[config.mk]
export PLATFORM = sky130hd
export DESIGN_NAME = temp_alert_ctrl
export DESIGN_NICKNAME = d
export VERILOG_FILES = /design/src/rtl/tac_pkg.sv /design/src/rtl/tac_chan_cmp.sv /design/src/rtl/tac_hyst_trip.sv /design/src/rtl/tac_status.sv /design/src/rtl/temp_alert_ctrl.sv
export SDC_FILE = /design/constraint.sdc
export NUM_CORES = 1
export LEC_CHECK = 0
export CAP_MARGIN = 20
export CORE_MARGIN = 10
export CORE_UTILIZATION = 55
export DETAILED_ROUTE_END_ITERATION = 12
export DONT_BUFFER_PORTS = 1
export GPL_TIMING_DRIVEN = 0
export PLACE_DENSITY = 0.7
export RECOVER_POWER = 100
export SYNTH_ARGS = -nofsm -noshare
export SYNTH_HDL_FRONTEND = slang
export SYNTH_HIERARCHICAL = 1
export SYNTH_SLANG_ARGS = --single-unit
[constraint.sdc]
create_clock -name clk -period 4.01 [get_ports clk]
set_input_delay 0.401 -clock clk [delete_from_list [all_inputs] [get_ports clk]]
set_output_delay 0.401 -clock clk [all_outputs]
set_load 0.01 [all_outputs]
[src/rtl/tac_pkg.sv]
// Package: shared mode encoding for the temperature limit alert controller.
// Assumes: one configuration bit selects the alert behaviour.
package tac_pkg;
    typedef enum logic {
        MODE_INTR = 1'b0,
        MODE_COMP = 1'b1
    } tac_mode_e;
endpackage

[src/rtl/tac_chan_cmp.sv]
// Module: signed comparisons for one channel against its limits.
// Assumes: all values are TW-bit two's complement. Thresholds are formed
// one bit wider so that limit minus hysteresis cannot wrap.
module tac_chan_cmp #(
    parameter int TW = 8
) (
    input  logic [TW-1:0] temp,
    input  logic [TW-1:0] hi,
    input  logic [TW-1:0] lo,
    input  logic [TW-1:0] th,
    input  logic [TW-1:0] hy,
    output logic          over_hi,
    output logic          under_lo,
    output logic          rel_hi,
    output logic          over_th,
    output logic          rel_th
);
    localparam int XW = TW + 1;

    logic signed [XW-1:0] t_x, hi_x, lo_x, th_x, hy_x;

    // widen every operand with its sign bit
    always_comb begin
        t_x  = $signed({temp[TW-1], temp});
        hi_x = $signed({hi[TW-1], hi});
        lo_x = $signed({lo[TW-1], lo});
        th_x = $signed({th[TW-1], th});
        hy_x = $signed({hy[TW-1], hy});
    end

    // trip and release decisions
    always_comb begin
        over_hi  = t_x > hi_x;
        under_lo = t_x < lo_x;
        rel_hi   = t_x < (hi_x - hy_x);
        over_th  = t_x > th_x;
        rel_th   = t_x < (th_x - hy_x);
    end
endmodule

[src/rtl/tac_hyst_trip.sv]
// Module: hysteretic trip flag shared by several channels.
// Assumes: trip/rel are only meaningful when valid is high. Trip wins over
// release; between the two thresholds the flag holds.
module tac_hyst_trip #(
    parameter int N = 2
) (
    input  logic         clk,
    input  logic         rst_n,
    input  logic         valid,
    input  logic [N-1:0] trip,
    input  logic [N-1:0] rel,
    output logic         active,
    output logic         fall
);
    logic set_now;

    // decide set and release for this strobe
    always_comb begin
        set_now = valid & (|trip);
        fall    = valid & active & ~(|trip) & (&rel);
    end

    // trip flag register
    always_ff @(posedge clk) begin
        if (!rst_n)       active <= 1'b0;
        else if (set_now) active <= 1'b1;
        else if (fall)    active <= 1'b0;
    end


    // trip_sets_active_chk
    trip_sets_active_chk: assert property (@(posedge clk) disable iff (!rst_n)
        (valid && (|trip)) |=> active);


    // rise_needs_valid_chk
    rise_needs_valid_chk: assert property (@(posedge clk) disable iff (!rst_n)
        $rose(active) |-> $past(valid));
endmodule

[src/rtl/tac_status.sv]
// Module: status registers for all channels.
// Assumes: low and fault bits are always sticky and read-cleared. High bits
// are sticky in interrupt mode and self-clearing in comparator mode.
// Shutdown bits always self-clear. A new condition wins over a clear.
module tac_status #(
    parameter int N = 2
) (
    input  logic         clk,
    input  logic         rst_n,
    input  logic         valid,
    input  logic         comp_mode,
    input  logic         rd,
    input  logic [N-1:0] ch_mask,
    input  logic [N-1:0] over_hi,
    input  logic [N-1:0] under_lo,
    input  logic [N-1:0] fault,
    input  logic [N-1:0] over_th,
    input  logic         alert_fall,
    input  logic         therm_fall,
    output logic [N-1:0] stat_hi,
    output logic [N-1:0] stat_lo,
    output logic [N-1:0] stat_flt,
    output logic [N-1:0] stat_th
);
    logic [N-1:0] cur_hi, cur_lo, cur_flt;
    logic [N-1:0] clr_hi, clr_lo, clr_flt;
    logic [N-1:0] set_hi, set_lo, set_flt, set_th;
    logic [N-1:0] hi_d, lo_d, flt_d, th_d;

    // read clears only bits whose last condition is false
    always_comb begin
        clr_hi  = rd ? ~cur_hi  : '0;
        clr_lo  = rd ? ~cur_lo  : '0;
        clr_flt = rd ? ~cur_flt : '0;
        set_hi  = valid ? (comp_mode ? (over_hi & ~ch_mask) : over_hi) : '0;
        set_lo  = valid ? under_lo : '0;
        set_flt = valid ? fault    : '0;
        set_th  = valid ? over_th  : '0;
    end

    // next-state selection per mode
    always_comb begin
        lo_d  = (stat_lo  & ~clr_lo)  | set_lo;
        flt_d = (stat_flt & ~clr_flt) | set_flt;
        if (comp_mode) hi_d = alert_fall ? '0 : (stat_hi | set_hi);
        else           hi_d = (stat_hi & ~clr_hi) | set_hi;
        th_d = therm_fall ? '0 : (stat_th | set_th);
    end

    // status and last-condition registers
    always_ff @(posedge clk) begin
        if (!rst_n) begin
            stat_hi <= '0; stat_lo <= '0; stat_flt <= '0; stat_th <= '0;
            cur_hi  <= '0; cur_lo  <= '0; cur_flt  <= '0;
        end else begin
            stat_hi <= hi_d; stat_lo <= lo_d; stat_flt <= flt_d; stat_th <= th_d;
            if (valid) begin
                cur_hi  <= over_hi;
                cur_lo  <= under_lo;
                cur_flt <= fault;
            end
        end
    end


    // low_clear_needs_read_chk
    low_clear_needs_read_chk: assert property (@(posedge clk) disable iff (!rst_n)
        (|($past(stat_lo) & ~stat_lo)) |-> $past(rd));


    // fault_clear_needs_read_chk
    fault_clear_needs_read_chk: assert property (@(posedge clk) disable iff (!rst_n)
        (|($past(stat_flt) & ~stat_flt)) |-> $past(rd));
endmodule

[src/rtl/temp_alert_ctrl.sv]
// Module: temperature limit alert controller (top).
// Assumes: NCH channels of TW-bit signed readings packed with channel 0 in the
// low bits; comparisons happen only on meas_valid; pins are active-low levels.
module temp_alert_ctrl
    import tac_pkg::*;
#(
    parameter int NCH = 2,
    parameter int TW  = 8
) (
    input  logic              clk,
    input  logic              rst_n,
    input  logic              cfg_comp_mode,
    input  logic              cfg_mask_all,
    input  logic [NCH-1:0]    ch_mask,
    input  logic              meas_valid,
    input  logic [NCH*TW-1:0] meas_temp,
    input  logic [NCH*TW-1:0] lim_high,
    input  logic [NCH*TW-1:0] lim_low,
    input  logic [NCH*TW-1:0] lim_therm,
    input  logic [TW-1:0]     hyst,
    input  logic [NCH-1:0]    diode_fault,
    input  logic              stat_rd,
    output logic              alert_n,
    output logic              therm_n,
    output logic [NCH-1:0]    stat_high,
    output logic [NCH-1:0]    stat_low,
    output logic [NCH-1:0]    stat_fault,
    output logic [NCH-1:0]    stat_therm
);
    tac_mode_e      mode;
    logic [NCH-1:0] over_hi, under_lo, rel_hi, over_th, rel_th;
    logic [NCH-1:0] a_trip, a_rel;
    logic           comp_active, comp_fall, therm_active, therm_fall;
    logic           intr_alert;

    assign mode = tac_mode_e'(cfg_comp_mode);

    // one comparator slice per channel
    for (genvar g = 0; g < NCH; g++) begin : g_ch
        tac_chan_cmp #(.TW(TW)) i_cmp (
            .temp     (meas_temp[g*TW +: TW]),
            .hi       (lim_high[g*TW +: TW]),
            .lo       (lim_low[g*TW +: TW]),
            .th       (lim_therm[g*TW +: TW]),
            .hy       (hyst),
            .over_hi  (over_hi[g]),
            .under_lo (under_lo[g]),
            .rel_hi   (rel_hi[g]),
            .over_th  (over_th[g]),
            .rel_th   (rel_th[g])
        );
    end

    // masked channels never trip and always count as released
    always_comb begin
        a_trip = over_hi & ~ch_mask;
        a_rel  = rel_hi | ch_mask;
    end

    tac_hyst_trip #(.N(NCH)) i_alert_trip (
        .clk(clk), .rst_n(rst_n), .valid(meas_valid),
        .trip(a_trip), .rel(a_rel), .active(comp_active), .fall(comp_fall)
    );

    tac_hyst_trip #(.N(NCH)) i_therm_trip (
        .clk(clk), .rst_n(rst_n), .valid(meas_valid),
        .trip(over_th), .rel(rel_th), .active(therm_active), .fall(therm_fall)
    );

    tac_status #(.N(NCH)) i_status (
        .clk(clk), .rst_n(rst_n), .valid(meas_valid),
        .comp_mode(mode == MODE_COMP), .rd(stat_rd), .ch_mask(ch_mask),
        .over_hi(over_hi), .under_lo(under_lo), .fault(diode_fault),
        .over_th(over_th), .alert_fall(comp_fall), .therm_fall(therm_fall),
        .stat_hi(stat_high), .stat_lo(stat_low), .stat_flt(stat_fault),
        .stat_th(stat_therm)
    );

    // pin levels from registered state and masks
    always_comb begin
        intr_alert = ~cfg_mask_all & (|((stat_high | stat_low | stat_fault) & ~ch_mask));
        alert_n    = (mode == MODE_COMP) ? ~comp_active : ~intr_alert;
        therm_n    = ~therm_active;
    end


    // therm_status_idle_chk
    therm_status_idle_chk: assert property (@(posedge clk) disable iff (!rst_n)
        !therm_active |-> (stat_therm == '0));


    // intr_alert_has_cause_chk
    intr_alert_has_cause_chk: assert property (@(posedge clk) disable iff (!rst_n)
        (!cfg_comp_mode && !alert_n) |-> (|(stat_high | stat_low | stat_fault)));
endmodule

## Yosys cells after proc, flatten, opt, wreduce, memory -nomap -nowiden

Index checks and enable logic that the tools add are counted.

- Flip-flop bits (word level): 16
- Latch bits: 0
- Bits in writable memories: 0
- Bits in read-only memories: 0
- Output and inout port bits: 10
- Word-level logic and storage cells: 82
- Memories: 0

- $add $sub $neg: 4
- Multipliers: 0
- Div/mod/pow operators: 0
- $lt $le $gt $ge: 10
- Equality and inequality tests: 0
- Shifts and indexed selects: 0
- Multiplexer cells: 15
- Bitwise operators: 36
- Reductions and logical operators: 8

Operators with widths:

| cell | number |
|---|---|
| less-than comparator 8 x 9 -> 1 bit | 4 |
| subtractor 8 x 8 -> 9 bit | 4 |
| greater-than comparator 8 bit | 4 |
| two-way mux 2 bit | 10 |
| less-than comparator 8 bit | 2 |
| OR 2 bit | 8 |
| NOT 2 bit | 7 |
| bitwise AND 2 bit | 5 |
| bitwise AND 1 bit | 9 |
| OR reduction 2 bit | 4 |
| NOT 1 bit | 7 |
| two-way mux 1 bit | 5 |
| AND reduction 2 bit | 2 |
| nonzero test 2 bit | 2 |

## Depth between registers and ports, before layout

- Depth in word-level cells: 8
- Mapped depth: 19

## Cells and area by module

Netlist, hierarchy kept.

Modules (own cells, without submodules):

| module | times used | cells each | area each (µm²) |
|---|---|---|---|
| tac_chan_cmp | 2 | 206 | 1559.0 |
| tac_status | 1 | 58 | 548.0 |
| tac_hyst_trip | 2 | 7 | 50.0 |
| temp_alert_ctrl | 1 | 10 | 63.8 |

## Worst setup path after synthesis

OpenSTA, ideal clock, no wires.

- Path kind: input-to-reg
- Start point: input port hyst[2]
- End point: register i_status.stat_hi[0]
- Arrival: 3.206 ns
- Required time: 3.940 ns
- Path slack: 0.735 ns
- Cell stages on the path: 17
- Path buffers: 0
- Cells stage by stage: inv_1 -> ha_1 -> nor2b_1 -> o21a_1 -> o21a_1 -> o31ai_2 -> o211ai_1 -> ha_1 -> nand4_1 -> a211oi_1 -> o22ai_1 -> or2_2 -> and3_1 -> and3_1 -> a21boi_1 -> o21ai_0 -> a21oi_1

- Cells in the longest elaborated chain, start to end: 7
- Elaborated cells on any way between the ends: 9
- Classes of those cells: add/sub (2); order compare (2); mux (2); bitwise (2); reduce/logical (1)

Ends and longest elaborated chain:

| what | RTL line | source |
|---|---|---|
| from (decl) | temp_alert_ctrl.sv:20 | `input logic [TW-1:0] hyst,` |
| subtractor 8 x 8 -> 9 bit | tac_chan_cmp.sv:35 | `rel_hi = t_x < (hi_x - hy_x);` |
| less-than comparator 8 x 9 -> 1 bit | tac_chan_cmp.sv:35 |  |
| via rel_hi[0] | temp_alert_ctrl.sv:31 | `logic [NCH-1:0] over_hi, under_lo, rel_hi, over_th, rel_th;` |
| OR 2 bit | temp_alert_ctrl.sv:57 | `a_rel = rel_hi \| ch_mask;` |
| via a_rel[0] | temp_alert_ctrl.sv:32 | `logic [NCH-1:0] a_trip, a_rel;` |
| AND reduction 2 bit | tac_hyst_trip.sv:20 | `fall = valid & active & ~(\|trip) & (&rel);` |
| bitwise AND 1 bit | tac_hyst_trip.sv:20 |  |
| via comp_fall | temp_alert_ctrl.sv:33 | `logic comp_active, comp_fall, therm_active, therm_fall;` |
| two-way mux 2 bit (2 in a row) | tac_status.sv:45 | `if (comp_mode) hi_d = alert_fall ? '0 : (stat_hi \| set_hi);` |
| to (signal assigned) | tac_status.sv:56 | `stat_hi <= hi_d; stat_lo <= lo_d; stat_flt <= flt_d; stat_th <= th_d;` |
| to (decl) | tac_status.sv:20 | `output logic [N-1:0] stat_hi,` |

The timed path passes the listed nets, and every way through them passes these cells.
A chain may end at the register's enable or synchronous reset.

## Worst setup path in the final report

Ends and elaborated chain as after synthesis.

==> flow_summary.yaml <==
outcome:
  status: "finished, final reports clean"
detailed_routing:
  drc: 0
  drtIter0Drc: 165
  drt_wl_total_mm: 9.72
  vias: 3418
  wl_per_cell_um: 16.4
  ant_nets: 0
  vias_per_cell: 5.75
  drtPass1Iterations: 4
sta:
  finalHoldViolCount: 0
  max_freq_ghz: 0.271
  max-slew-margin-rel_pct: 71.5
  worst_pin_slew_ns: 0.425
  fin_crit_sh_pct: 92.1
  setup_viol: 0
  finalMaxSlewViolations: 0
  fin_crit_ns: 3.69
  finClkSkew_ns: 0.00298
  rsz0062_at_grt: "no"
  setup_tns_ns: 0
floorplanning:
  start_util_pct: 56.4
  rows: 30
  ioPinCount: 92
  die_x_um: 103
  core_area_um2: 6790
  die_y_um: 103
  die-area_um2: 10700
cells_and_area:
  finalNonFillerCells: 594
  final_common_cell: "ha_1"
  synthToLayoutAreaGrowth_pct: 4.15
  nNetsFinal: 695
  num_antenna_cells: 0
  mostFrequentLayoutCells: "ha_1 (110), inv_1 (76), nor2_1 (32)"
  drive_above_1_share_pct: 3.21
synthesis:
  synth-compound-area-share_pct: 24.0
  synth-adder-area-share_pct: 38.0
  synth-xor-area-share_pct: 3.66
  synthMuxAreaShare_pct: 0
  synth.distinct_cells: 37
  syn_inst: 494
  yosysTopAreaCell: "ha_1"
  syn_area_per_cell_um2: 7.75
  ys_top_cells_by_area: "ha_1 (36%), dfxtp_1 (8.4%), inv_1 (7.4%), o21ai_0 (3.8%), nor2b_1 (3.3%)"
  yosys.area_share.simple_pct: 18.1
  ys_ff_latch: 16
  synth_area_um2: 3830
  synth_top_area_share_pct: 35.9
  synth_seq_area_share_pct: 8.36
  synth_top_family_by_area: "adder cells"
  ys_warn_count: 6
  synth_nets: 690
setup_path:
  r2r_end: "i_status/stat_hi[0]$_SDFF_PN0_"
  worstSetupStartpointType: "input pin"
  rrSetupSlack_ns: 3.05
  ff2ff_path_depth: 4
  r2r-start: "i_alert_trip/active$_SDFFE_PN0P_"
  crit_path_end_kind: "flop"
  critPathKind: "in2reg"
  cp.required_ns: 4.18
  critPathMaxFanout: 4
  arrival_ns: 3.87
grt:
  grt_max_degree: 11
  grt_antenna_before_repair: 0
  first_global_vias: 3467
  grt_use_total_pct: 18.3
  grt_overflow: 0
  grt_pass1_wl_mm: 15.9
clock_network:
  cts-hold-fix-buffers: 0
  clockRootBuffer: "clkbuf_8"
  h-tree-depth: 1
  post_cts_buffers: 0
  clk_pin_slew_ns: 0.06
  postCtsResizedCells: 0
  clk_latency_ns: 0.24
  numCtsBuffers: 3
  cts_buffer_depth: 2
  cts_tree: "built"
  clock_sinks: 16
worst_hold_path:
  hp-start: "meas_valid"
  hp-class: "in2reg"
  min_to: "i_alert_trip/active$_SDFFE_PN0P_"
  whs_path_depth: 2
power_and_ir_drop:
  p_int_w: 0.000494
  leakagePower_nw: 2.02
  seqPwrFrac_pct: 22.8
  p_switching_w: 0.000324
  switching_share_pct: 39.6
  p_per_area_nw_per_um2: 205
  peakVddDrop_v: 0.000117
  combPwrFrac_pct: 60.4
  clkPwrFrac_pct: 16.8
placed_design:
  dp_cells: 590
  gp_congestion: 0.878
  port-buffer-count: 0
  dpl.hpwl_mm: 8.81
run:
  max_cap_violations: 0
cell usage after synthesis:
cell type and number:
o21ai_0 29, o21ai_1 4, a211oi_1 7, nor3_1 3, o211ai_1 16, dfxtp_1 16
or2_1 2, a21boi_1 9, ha_1 110, nand3b_1 3, a31oi_1 14, a21boi_2 4
o31ai_2 2, nor2_1 32, xnor2_1 10, inv_1 76, nor3_2 1, fa_1 4
o22ai_1 10, nand2_1 26, buf_6 1, nand4_1 12, o2111ai_1 4, or2b_1 1
o21a_1 10, or3_1 4, nor4_1 2, o31a_1 4, nor2b_1 20, or2_2 6
a21oi_1 14, clkbuf_1 1, and3_1 6, a21bo_2 2, a21o_1 8, nand2b_1 15
xor2_1 6
stage by stage:
stage | worst slack (ns) | hold slack (ns) | instance area (µm²) | util (%) | power, W
floorplan | 0.735 | 0.445 | 3830 | - | 0.000578
global placement | 0.237 | 0.452 | 3950 | 58.1 | 0.000655
detailed placement | 0.120 | 0.462 | 3950 | 58.1 | 0.000680
CTS | 0.352 | 0.302 | 4010 | 59.0 | 0.000823
global route | 0.111 | 0.304 | 3990 | 58.7 | 0.000908
finish | 0.316 | 0.304 | 3990 | 58.7 | 0.000818
registers in the layout, summed over array words and instances (netlist names):
register / cells
i_status/cur_lo: 2
i_status/stat_hi: 2
i_therm_trip/active: 1
i_status/cur_hi: 2
i_status/stat_lo: 2
i_alert_trip/active: 1
i_status/cur_flt: 2
i_status/stat_th: 2
i_status/stat_flt: 2
logic make-up after synthesis:
group                      count (synthesis)
DFF                                       16
buffers and inverters                     78
and+or+nand+nor                          133
adders and majority gates                114
xor gates and xnor gates                  16
AOI/OAI and AO/OA                        137
worst max path at each step:
stage,depth (start not counted),start,to,slack (ns)
6_report,17,hyst[2],i_status/stat_hi[0]$_SDFF_PN0_,0.32
5_1_grt,18,lim_high[0],i_status/stat_hi[0]$_SDFF_PN0_,0.11
4_1_cts,17,hyst[2],i_status/stat_hi[0]$_SDFF_PN0_,0.35
3_5_place_dp,17,hyst[2],i_status/stat_hi[0]$_SDFF_PN0_,0.12
3_3_place_gp,17,hyst[2],i_status/stat_hi[0]$_SDFF_PN0_,0.24
2_1_floorplan,17,hyst[2],i_status/stat_hi[0]$_SDFF_PN0_,0.73
final cells by class:
class	instances	area [µm²]
multi-input cells	400	3190
plain buffers	2	15.0
fillers	635	2810
well taps	96	120
inverters	76	285
clock buffers	4	55.1
flip-flops and latches	16	320
worst max-delay path, cell delays in order:
cell and delay [ns]:
inv_1 0.04, ha_1 0.32, nor2b_1 0.15, o21a_1 0.20, o21a_1 0.21, o31ai_2 0.27
a31oi_1 0.14, ha_1 0.33, nand4_1 0.17, a211oi_1 0.37, o22ai_1 0.18, or2_2 0.31
and3_1 0.19, and3_1 0.17, a21boi_1 0.18, o21ai_0 0.12, a21oi_1 0.11
metal layers:
metal  up-vias  track usage, %  share of wire [%]
li1       1784               -                  -
met1      1543            22.2                 44
met2        85            30.2                 44
met3         6            6.78                 11
met4         0            3.42               0.94
met5         -               0                  0
power by group through the flow:
stage               clock network, W  registers, W  logic, W
floorplan                          0      0.000187  0.000391
global placement                   0      0.000190  0.000466
detailed placement                 0      0.000190  0.000490
CTS                         0.000140      0.000187  0.000496
global route                0.000149      0.000188  0.000572
finish                      0.000137      0.000186  0.000494
Power figures use the tool's default switching activity.
